$ cat config.mk
export PLATFORM = sky130hd
export DESIGN_NAME = ccr_double_buf
export DESIGN_NICKNAME = d
export VERILOG_FILES = /design/src/rtl/ccr_pkg.sv /design/src/rtl/ccr_load_reg.sv /design/src/rtl/ccr_pair_buf.sv /design/src/rtl/ccr_double_buf.sv
export SDC_FILE = /design/constraint.sdc
export NUM_CORES = 1
export LEC_CHECK = 0
export BUFFER_PORTS_ARGS = -buffer_cell sky130_fd_sc_hd__buf_2
export CAP_MARGIN = 40
export CORE_AREA = 2 2 88 90
export CTS_BUF_LIST = sky130_fd_sc_hd__clkbuf_4
export DETAILED_ROUTE_END_ITERATION = 12
export DIE_AREA = 0 0 90 92
export GPL_TIMING_DRIVEN = 0
export PLACE_DENSITY = 0.75
export SETUP_SLACK_MARGIN = 0.02
export SYNTH_ARGS = -nofsm -noshare
export SYNTH_HDL_FRONTEND = slang
export SYNTH_SLANG_ARGS = --single-unit
$ cat constraint.sdc
create_clock -name clk -period 1.4 [get_ports clk]
set_clock_uncertainty 0.1 [all_clocks]
set_input_delay 0.21 -clock clk [delete_from_list [all_inputs] [get_ports clk]]
set_output_delay 0.21 -clock clk [all_outputs]
set_load 0.005 [all_outputs]
$ cat src/rtl/ccr_pkg.sv
package ccr_pkg;

  // Occupancy of the staging buffer for the control word pair
  typedef enum logic {
    HOLD_EMPTY = 1'b0,
    HOLD_FULL  = 1'b1
  } hold_e;

  // Width of a bit index into a frame of the given length
  function automatic int unsigned pos_width(input int unsigned frame_len);
    return (frame_len <= 2) ? 1 : $clog2(frame_len);
  endfunction

endpackage

$ cat src/rtl/ccr_load_reg.sv
module ccr_load_reg #(
  parameter int unsigned W = 8
) (
  input  logic         clk,
  input  logic         rst_n,
  input  logic         load,
  input  logic [W-1:0] d,
  output logic [W-1:0] q
);

  always_ff @(posedge clk or negedge rst_n) begin
    if (!rst_n)    q <= '0;
    else if (load) q <= d;
  end

endmodule

$ cat src/rtl/ccr_pair_buf.sv
module ccr_pair_buf
  import ccr_pkg::*;
#(
  parameter int unsigned PAIR_W = 32
) (
  input  logic              clk,
  input  logic              rst_n,
  input  logic              wr_en,
  input  logic [PAIR_W-1:0] wr_data,
  input  logic              frame_start,
  output logic [PAIR_W-1:0] stage_data,
  output logic              pending,
  output logic              commit
);

  hold_e state_q, state_d;

  // A frame start only commits when a pair is waiting
  assign commit  = frame_start && (state_q == HOLD_FULL);
  assign pending = (state_q == HOLD_FULL);

  always_comb begin
    state_d = state_q;
    if (wr_en)       state_d = HOLD_FULL;   // new or overwriting write
    else if (commit) state_d = HOLD_EMPTY;  // pair handed to shadow
  end

  always_ff @(posedge clk or negedge rst_n) begin
    if (!rst_n) state_q <= HOLD_EMPTY;
    else        state_q <= state_d;
  end

  ccr_load_reg #(.W(PAIR_W)) u_stage (
    .clk   (clk),
    .rst_n (rst_n),
    .load  (wr_en),
    .d     (wr_data),
    .q     (stage_data)
  );

endmodule

$ cat src/rtl/ccr_double_buf.sv
module ccr_double_buf
  import ccr_pkg::*;
#(
  parameter int unsigned WORD_W    = 16,
  parameter int unsigned FRAME_LEN = 64,
  parameter int unsigned POS_W     = pos_width(FRAME_LEN)
) (
  input  logic              clk,
  input  logic              rst_n,
  input  logic              pair_we,
  input  logic [WORD_W-1:0] pair_w0,
  input  logic [WORD_W-1:0] pair_w1,
  input  logic              cfg_we,
  input  logic [1:0]        cfg_en,
  input  logic [POS_W-1:0]  cfg_pos0,
  input  logic [POS_W-1:0]  cfg_pos1,
  input  logic              frame_start,
  output logic              busy,
  output logic [WORD_W-1:0] sh_w0,
  output logic [WORD_W-1:0] sh_w1,
  output logic [1:0]        sh_en,
  output logic [POS_W-1:0]  sh_pos0,
  output logic [POS_W-1:0]  sh_pos1
);

  localparam int unsigned NSLOT  = 2;
  localparam int unsigned PAIR_W = NSLOT * WORD_W;
  localparam int unsigned SLOT_W = 1 + POS_W;        // enable + position
  localparam int unsigned CFG_W  = NSLOT * SLOT_W;

  logic [PAIR_W-1:0] pair_in, stage_pair, sh_pair;
  logic [CFG_W-1:0]  cfg_in, cfg_staged, cfg_shadow;
  logic              commit;

  assign pair_in = {pair_w1, pair_w0};
  // slot i occupies bits [i*SLOT_W +: SLOT_W] as {position, enable}
  assign cfg_in  = {cfg_pos1, cfg_en[1], cfg_pos0, cfg_en[0]};

  ccr_pair_buf #(.PAIR_W(PAIR_W)) u_pair (
    .clk         (clk),
    .rst_n       (rst_n),
    .wr_en       (pair_we),
    .wr_data     (pair_in),
    .frame_start (frame_start),
    .stage_data  (stage_pair),
    .pending     (busy),
    .commit      (commit)
  );

  ccr_load_reg #(.W(CFG_W)) u_cfg_stage (
    .clk   (clk),
    .rst_n (rst_n),
    .load  (cfg_we),
    .d     (cfg_in),
    .q     (cfg_staged)
  );

  for (genvar s = 0; s < NSLOT; s++) begin : g_slot
    ccr_load_reg #(.W(WORD_W)) u_word_sh (
      .clk   (clk),
      .rst_n (rst_n),
      .load  (commit),
      .d     (stage_pair[s*WORD_W +: WORD_W]),
      .q     (sh_pair[s*WORD_W +: WORD_W])
    );
    ccr_load_reg #(.W(SLOT_W)) u_cfg_sh (
      .clk   (clk),
      .rst_n (rst_n),
      .load  (frame_start),
      .d     (cfg_staged[s*SLOT_W +: SLOT_W]),
      .q     (cfg_shadow[s*SLOT_W +: SLOT_W])
    );
    assign sh_en[s] = cfg_shadow[s*SLOT_W];
  end

  assign sh_w0   = sh_pair[0 +: WORD_W];
  assign sh_w1   = sh_pair[WORD_W +: WORD_W];
  assign sh_pos0 = cfg_shadow[1 +: POS_W];
  assign sh_pos1 = cfg_shadow[SLOT_W+1 +: POS_W];

endmodule

==> results of run 1 <==
## flip-flops by register name, indices dropped and copies added, names as in the netlist
signal,cells
u_cfg_stage.q,14
g_slot.u_word_sh.q,32
u_pair.u_stage.q,32
u_pair.pending,1
g_slot.u_cfg_sh.q,14
## repair_timing
| action | 4_1_cts | 5_1_grt |
|---|---|---|
| hold buffers | 49 | 0 |
| buffers inserted | 0 | 0 |
| resized for setup | 0 | 0 |
| hold endpoints to repair | 91 | 0 |
| setup endpoints to repair | 0 | 1 |
## cell usage in the layout, fill, tap and decap left out
cell type / instances
buf_2: 98
dfrtp_1: 93
mux2_2: 62
dlygate4sd3_1: 49
mux2_4: 30
clkbuf_4: 9
buf_4: 4
buf_6: 3
bufinv_16: 3
clkinvlp_4: 2
nand2_4: 1
inv_1: 1
a21o_1: 1
clkinv_2: 1
clkinv_1: 1
buf_16: 1
## kinds of logic after synthesis
family / after synthesis
buf+inv: 11
simple gates: 1
flops: 93
compound gates: 1
mux: 92
## how the worst min path moves through the flow
| stage | end | slack, ps | from | cells after the start |
|---|---|---|---|---|
| 2_1_floorplan | g_slot[0].u_cfg_sh.q[0] | -190 | rst_n | 0 |
| 3_3_place_gp | u_pair.u_stage.q[13] | 340 | pair_w0[13] | 2 |
| 3_5_place_dp | g_slot[0].u_word_sh.q[9] | 140 | rst_n | 1 |
| 4_1_cts | u_pair.u_stage.q[0] | 0.9 | pair_we | 2 |
| 5_1_grt | u_pair.u_stage.q[31] | 6 | pair_we | 2 |
| 6_report | u_pair.u_stage.q[31] | 30 | pair_we | 2 |
## layout make-up
type	instances	area, um2
clock buffers	9	67.6
plain buffers	10	76.3
well taps	102	128
repair buffers	145	996
flip-flops and latches	93	2330
clock inverters	7	114
fillers	554	2570
multi-input cells	94	1170
inverters	1	3.75
## critical path: cells and delay by family
family | cells | cell delay (ps)
mux | 1 | 320
simple gates | 1 | 110
buf+inv | 3 | 920
## per-layer routing
| layer | wire, um | vias up |
|---|---|---|
| li1 | - | 1006 |
| met5 | 0 | - |
| met4 | 128 | 0 |
| met2 | 3610 | 47 |
| met3 | 185 | 11 |
| met1 | 2970 | 1108 |
## where the power goes
group          switching, mW  internal (mW)
Sequential             0.196           3.06
Combinational          0.384          0.741
Clock                  0.856          0.895
Total                   1.44           4.70
## per-stage QoR
stage	worst slack [ps]	cell area (um2)	std cells	setup TNS, ps	util [%]
after global placement	-815	4180	395	-75290	56.1
after global routing	12.5	4880	461	0	65.5
after detailed placement	113	4210	396	0	56.5
after CTS	38.6	4880	461	0	65.5
final	31.7	4880	461	0	65.5
after floorplan	195	3570	198	0	-
==> reports/qor.csv, run 1 <==
metric;value;unit
regToRegStartpoint;u_pair.pending;
synth_top_family_by_area;multiplexers;
initial_core_util;48.0;%
crit_fanout;10;
setup_viol;0;
cts_sinks;93;
cp-startpoint;frame_start;
vdd_drop_max;0.654;mV
gp_congestion;0.729;
synth_fa_ha_area_share;0;%
synth_edf_count;0;
path_cells;dlygate4sd3_1 -> buf_4 -> nand2_4 -> buf_6 -> mux2_4;
final_nets;405;
tritoncts.num_buffers;9;
clk_latency;410;ps
grt_overflow;0;
dp_hpwl;4440;um
critical_path_class;input pin to flip-flop;
yosys.area_share.simple;0.315;%
hold_slack;34.6;ps
yosysMostFrequentCell;dfrtp_1;
yosysUniqueCellTypes;9;
drt_pass1_iterations;4;
globalRouteTotalUtil;17.7;%
use_met1;22.0;%
grt_max_degree;53;
period_minus_slack;1370;ps
slowest_delay;550;ps
yosysTopAreaCell;dfrtp_1;
ys_seq_area_share;65.1;%
r2r_slack;90;ps
path_clk_slew;130;ps
finalHoldViolations;0;
cts_tree;built;
ys_ff_latch;93;
relSlewSlack;62.2;%
leakage;2.34;nW
drt-initial-drc-count;42;
post_synth.cell_area_avg;18.1;um2
top_usage_layer;met2;
reg2reg_depth;3;
area.growth.synth_to_final;36.5;%
netlist_area;3570;um2
grt_use_met3;2.79;%
r2r-end;g_slot[1].u_word_sh.q[2];
cp.arrival;1580;ps
power_density;1260;nW/um2
crit_path_end_kind;flip-flop;
row_count;32;
die_height;92;um
worstSetupEndpoint;g_slot[1].u_word_sh.q[2];
ys.flop_type;dfrtp_1;
synth-async-reset-ratio;100;%
netlist.area_leader.share;65.1;%
use_met2;30.6;%
yosysWarnings;0;
vias_per_cell;4.71;
fin_crit_sh;97.7;%
grt_pass1_vias;2387;
slew_violations;0;
wl_per_cell;15.0;um
synth_top_cells_by_count;dfrtp_1, mux2_2, mux2_4, buf_2;
root_buffer;clkbuf_4;
muxShareOfSynthArea;32.1;%
critPathRequiredTime;1610;ps
slowest_stage;dlygate4sd3_1;
total_power;6.13;mW
core_area;7450;um2
cts.path.max_buffers;2;
drive_gt1_share;59.6;%
synth_compound_area_share;0.210;%
h-tree-depth;3;
die_x;90;um
yosys-top-cells-area;dfrtp_1, mux2_2, mux2_4, buf_6, buf_4;
cap_violations;0;
antennaDiodeCount;0;
yosys.area_share.xor_xnor;0;%
syn-num-nets;249;
antenna_found_initial;0;
rsz0062_at_grt;yes;
hp-class;input pin to flip-flop;
die_area;8280;um2
drc;0;
worst_pin_slew;567;ps
max_clock_freq;731;MHz
finalWirelength;6900;um
io_pins;98;
grt_pass1_wl;11500;um
status;complete, no violations;
start_kind;input pin;
num_vias;2172;
route.antenna.remaining_nets;0;
synth_cells;198;
numPortBuffers;95;
Note: power is estimated with default switching activity, not from simulation.
==> run 2, diff against run 1 <==
BUFFER_PORTS_ARGS = -buffer_cell sky130_fd_sc_hd__clkbuf_2   (was -buffer_cell sky130_fd_sc_hd__buf_2)
==> run 2 against run 1 <==
  * Final cell count decreased by 0.22%
  * Register-to-register slack better by 20 ps
  * Largest power group unchanged
  * Flip-flop and latch count is the same
  * Critical endpoint is now g_slot[0].u_word_sh.q[9]
  * Global-route usage up 0.51 points
  * Utilization fell by 0.77 points
  * Non-clock buffer count shrank 1
==> reports/qor.csv, run 2 (same netlist as run 1, synthesis figures left out) <==
metric;value;unit;change
status;complete, no violations;;
antenna_found_initial;0;;unchanged
drt-initial-drc-count;54;;+29%
slowest_stage;dlygate4sd3_1;;
postCtsSetupRepairBufs;0;;unchanged
initial_core_util;48.0;%;unchanged
die_area;8280;um2;unchanged
drt_pass1_iterations;4;;unchanged
slew_violations;0;;unchanged
cts_sinks;93;;unchanged
drc;0;;unchanged
rsz0062_at_grt;no;;
worst_pin_slew;582;ps;+14.8 ps
row_count;32;;unchanged
critPathRequiredTime;1600;ps;about the same
finalWirelength;6790;um;-1.6%
num_vias;2119;;-2.4%
vias_per_cell;4.61;;-2.2%
stdcell_count;460;;-0.22%
io_pins;98;;unchanged
path_clk_slew;130;ps;about the same
fillers;561;;+1.3%
root_buffer;clkbuf_4;;
final_cell_mix;clkbuf_2, dfrtp_1, mux2_2, dlygate4sd3_1, mux2_4;;
die_x;90;um;unchanged
final_common_cell;clkbuf_2;;
crit_path_end_kind;flip-flop;;
cp.arrival;1550;ps;-30 ps
path_cells;dlygate4sd3_1 -> buf_4 -> nand2_4 -> buf_6 -> mux2_4;;
grt_pass1_vias;2381;;-0.25%
clk_latency;420;ps;about the same
largest_registers;g_slot.u_word_sh.q (32), u_pair.u_stage.q (32);;
leakage;2.35;nW;about the same
h-tree-depth;3;;unchanged
drive_gt1_share;59.8;%;+0.17 points
final_nets;404;;-0.25%
grt_pass1_wl;11700;um;+1.6%
slowest_delay;540;ps;about the same
area.growth.synth_to_final;34.9;%;
globalRouteTotalUtil;18.2;%;+0.51 points
dp_hpwl;4530;um;+2.0%
crit_fanout;10;;unchanged
relSlewSlack;61.2;%;-0.98 points
total_power;5.76;mW;-6.0%
placed_cells;396;;unchanged
route.antenna.remaining_nets;0;;unchanged
finalHoldViolations;0;;unchanged
max_clock_freq;741;MHz;+1.4%
antennaDiodeCount;0;;unchanged
setup_viol;0;;unchanged
wl_per_cell;14.8;um;-1.4%
core_area;7450;um2;unchanged
vdd_drop_max;0.574;mV;-12%
grt_overflow;0;;unchanged
tritoncts.num_buffers;9;;unchanged
numPortBuffers;95;;unchanged
critical_path_class;input pin to flip-flop;;
cap_violations;0;;unchanged
period_minus_slack;1350;ps;-19.5 ps
start_kind;input pin;;
cts_tree;built;;
hp-class;input pin to flip-flop;;
fin_crit_sh;96.3;%;-1.4 points
grt_max_degree;54;;+1.9%
cts.path.max_buffers;2;;unchanged
power_density;1190;nW/um2;-4.9%
die_height;92;um;unchanged
gp_congestion;0.743;;+2.0%
[run 2: cell type report]
class / count / area [um2] / share of cell area [%]
multi-input cells: 94 / 1170 / 24.2
clock buffers: 9 / 67.6 / 1.40
inverters: 1 / 3.75 / 0.0778
plain buffers: 10 / 76.3 / 1.58
well taps: 102 / 128 / 2.65
repair buffers: 144 / 986 / 20.4
flip-flops and latches: 93 / 2330 / 48.3
clock inverters: 7 / 66.3 / 1.38
[run 2: path summary, 6_finish.rpt]
check | cells after the start | to | startpoint | slack, ps
max | 5 | g_slot[0].u_word_sh.q[9] | frame_start | 50
min | 2 | u_pair.u_stage.q[0] | pair_we | 50
max reg2reg | 3 | g_slot[0].u_word_sh.q[9] | u_pair.pending | 110
min reg2reg | 1 | g_slot[1].u_word_sh.q[4] | u_pair.u_stage.q[20] | 400
max in group asynchronous | 3 | g_slot[0].u_cfg_sh.q[5] | rst_n | 290
min in group asynchronous | 2 | u_pair.u_stage.q[13] | rst_n | 240
[run 2: repair_timing]
item / CTS / global route
hold endpoints to repair: 87 / 0
setup endpoints to repair: 0 / 0
gates resized for setup: 0 / 0
hold buffers: 48 / 0
[run 2: power by group]
part,total (mW),leakage (nW),internal [mW],switching [mW]
logic,1.12,1.18,0.737,0.381
registers,3.27,1.09,3.06,0.209
clock network,1.37,0.0771,0.537,0.836
[run 2: layer usage]
layer	GRT usage (%)	vias to the layer above	share of wire [%]
met5	0	-	0
met4	8.85	0	2.1
met3	3.62	11	2.7
met2	30.3	46	52
met1	23.0	1057	44
li1	-	1005	-
[run 2: stage by stage]
| stage | hold slack, ps | util [%] | cell area (um2) | TNS (ps) | setup slack, ps |
|---|---|---|---|---|---|
| global route | 3.20 | 64.8 | 4820 | 0 | 20.9 |
| finish | 46.6 | 64.8 | 4820 | 0 | 51.3 |
| CTS | 3.96 | 64.8 | 4820 | 0 | 53.6 |
| detailed placement | 174 | 56.5 | 4210 | 0 | 119 |
| global placement | 342 | 56.1 | 4180 | -96390 | -1040 |
| floorplan | -186 | - | 3570 | 0 | 195 |
[run 2: worst max-delay path, delay by kind of cell]
kind,cells,cell delay [ps]
buffers and inverters,3,910
muxes,1,320
and+or+nand+nor,1,100
==> run 3, diff against run 2 <==
MAX_ROUTING_LAYER = met4   (was unset)
==> run 3 against run 2 <==
  * Critical path depth down 1
  * Final cell count increased by 0.22%
  * Via count is 0.76% higher
  * Register-to-register slack barely moved
  * Non-clock buffer count rose by 1
  * Global-route usage is 0.56 points higher
  * Total power increased by 0.19%
  * Utilization is 0.13 points higher
  * Worst hold slack got worse by 6.7 ps
  * Clock-buffer cell count unchanged
  * Maximum frequency fell by 1.2%
==> reports/qor.csv, run 3 (same netlist as run 1, synthesis figures left out) <==
metric;value;unit;change
critical_path_class;input pin to flip-flop;;
setup_viol;0;;unchanged
die_height;92;um;unchanged
io_pins;98;;unchanged
crit_fanout;10;;unchanged
relSlewSlack;61.2;%;about the same
regToRegStartpoint;u_pair.pending;;
regArea;2330;um2;unchanged
hold_slack;39.9;ps;-6.67 ps
multi_input_area;1170;um2;unchanged
fin_util;64.9;%;+0.13 points
period_minus_slack;1360;ps;+16.3 ps
r2r-end;g_slot[0].u_word_sh.q[9];;
placed_cells;396;;unchanged
grt_overflow;0;;unchanged
cp.arrival;1570;ps;+20 ps
path_clk_slew;120;ps;about the same
start_kind;input pin;;
fin_crit_sh;97.5;%;+1.2 points
drt_pass1_iterations;4;;unchanged
final_nets;405;;+0.25%
finalWirelength;6800;um;+0.16%
drive_gt1_share;59.6;%;-0.17 points
power_density;1190;nW/um2;about the same
cap_violations;0;;unchanged
cts.path.max_buffers;2;;unchanged
cts_resized;0;;unchanged
core_area;7450;um2;unchanged
root_buffer;clkbuf_4;;
hold_start;cfg_we;;
final_common_cell;clkbuf_2;;
vdd_drop_max;0.574;mV;about the same
wl_per_cell;14.8;um;about the same
antennaDiodeCount;0;;unchanged
die_area;8280;um2;unchanged
row_count;32;;unchanged
numPortBuffers;95;;unchanged
grt_pass1_vias;2382;;+0.042%
area.growth.synth_to_final;35.2;%;
clk_latency;420;ps;about the same
grt_pass1_wl;11700;um;+0.12%
gp_congestion;0.752;;+1.3%
r2r_slack;110;ps;about the same
hp-class;input pin to flip-flop;;
reg2reg_depth;3;;unchanged
max_clock_freq;733;MHz;-1.2%
critPathRequiredTime;1610;ps;about the same
min_to;u_cfg_stage.q[6];;
tritoncts.num_buffers;9;;unchanged
worst_pin_slew;583;ps;+0.427 ps
fin_area;4830;um2;+0.21%
leakage;2.35;nW;+0.18%
min_path_cells;2;;unchanged
cts_tree;built;;
initial_core_util;48.0;%;unchanged
globalRouteTotalUtil;18.8;%;+0.56 points
status;complete, no violations;;
fillers;560;;-0.18%
stdcell_count;461;;+0.22%
grt_max_degree;54;;unchanged
cts_sinks;93;;unchanged
num_vias;2135;;+0.76%
route.antenna.remaining_nets;0;;unchanged
drc;0;;unchanged
final_cell_mix;clkbuf_2, dfrtp_1, mux2_2, dlygate4sd3_1, mux2_4;;
slew_violations;0;;unchanged
vias_per_cell;4.63;;+0.54%
h-tree-depth;3;;unchanged
rsz0062_at_grt;yes;;
antenna_found_initial;0;;unchanged
drt-initial-drc-count;55;;+1.9%
largest_registers;g_slot.u_word_sh.q (32), u_pair.u_stage.q (32);;
die_x;90;um;unchanged
dp_hpwl;4530;um;unchanged
crit_path_end_kind;flip-flop;;
finalHoldViolations;0;;unchanged
place_area;4210;um2;unchanged
-- run 3: critical path, stage by stage --
cell and delay, ps:
dlygate4sd3_1 530, buf_2 180, buf_2 280, mux2_2 370
-- run 3: power breakdown --
part           leakage, nW  internal (mW)  total (mW)  switching [mW]
clock               0.0771          0.537        1.38           0.844
sequential            1.09           3.06        3.27           0.209
combinational         1.18          0.739        1.12           0.382
-- run 3: how the worst max path moves through the flow --
stage	startpoint	end	slack [ps]	depth (start not counted)
5_1_grt	u_pair.pending	busy	10	1
3_5_place_dp	u_pair.pending	g_slot[1].u_word_sh.q[14]	120	3
4_1_cts	u_pair.pending	busy	50	1
2_1_floorplan	u_pair.pending	g_slot[0].u_word_sh.q[0]	200	3
6_report	pair_we	u_pair.u_stage.q[15]	40	4
3_3_place_gp	rst_n	u_cfg_stage.q[6]	-1040	1
-- run 3: per-stage QoR --
stage / worst slack [ps] / power, mW / TNS, ps
6_report: 35.0 / 5.77 / 0
5_1_grt: 14.0 / 6.11 / 0
4_1_cts: 53.6 / 5.85 / 0
3_5_place_dp: 119 / 4.36 / 0
3_3_place_gp: -1040 / 4.29 / -96390
2_1_floorplan: 195 / 3.86 / 0
-- run 3: per-layer routing --
metal | vias up | part of all wire (%) | track usage (%)
met4 | 0 | 2.1 | 8.08
met1 | 1063 | 44 | 23.0
met5 | - | 0 | -
met3 | 13 | 2.9 | 4.19
met2 | 51 | 51 | 30.4
li1 | 1008 | - | -
-- run 3: area by class of cell --
class	count	share of cell area, %
timing repair buffer	145	20.6
tap	102	2.64
sequential	93	48.2
multi-input combinational	94	24.2
clock inverter	7	1.37
buffer	10	1.58
clock buffer	9	1.40
inverter	1	0.0777
-- run 3: what timing repair did --
action	4_1_cts	5_1_grt
endpoints found under the setup margin	0	1
hold endpoints to repair	87	2
hold buffers	48	1
buffers inserted	0	0
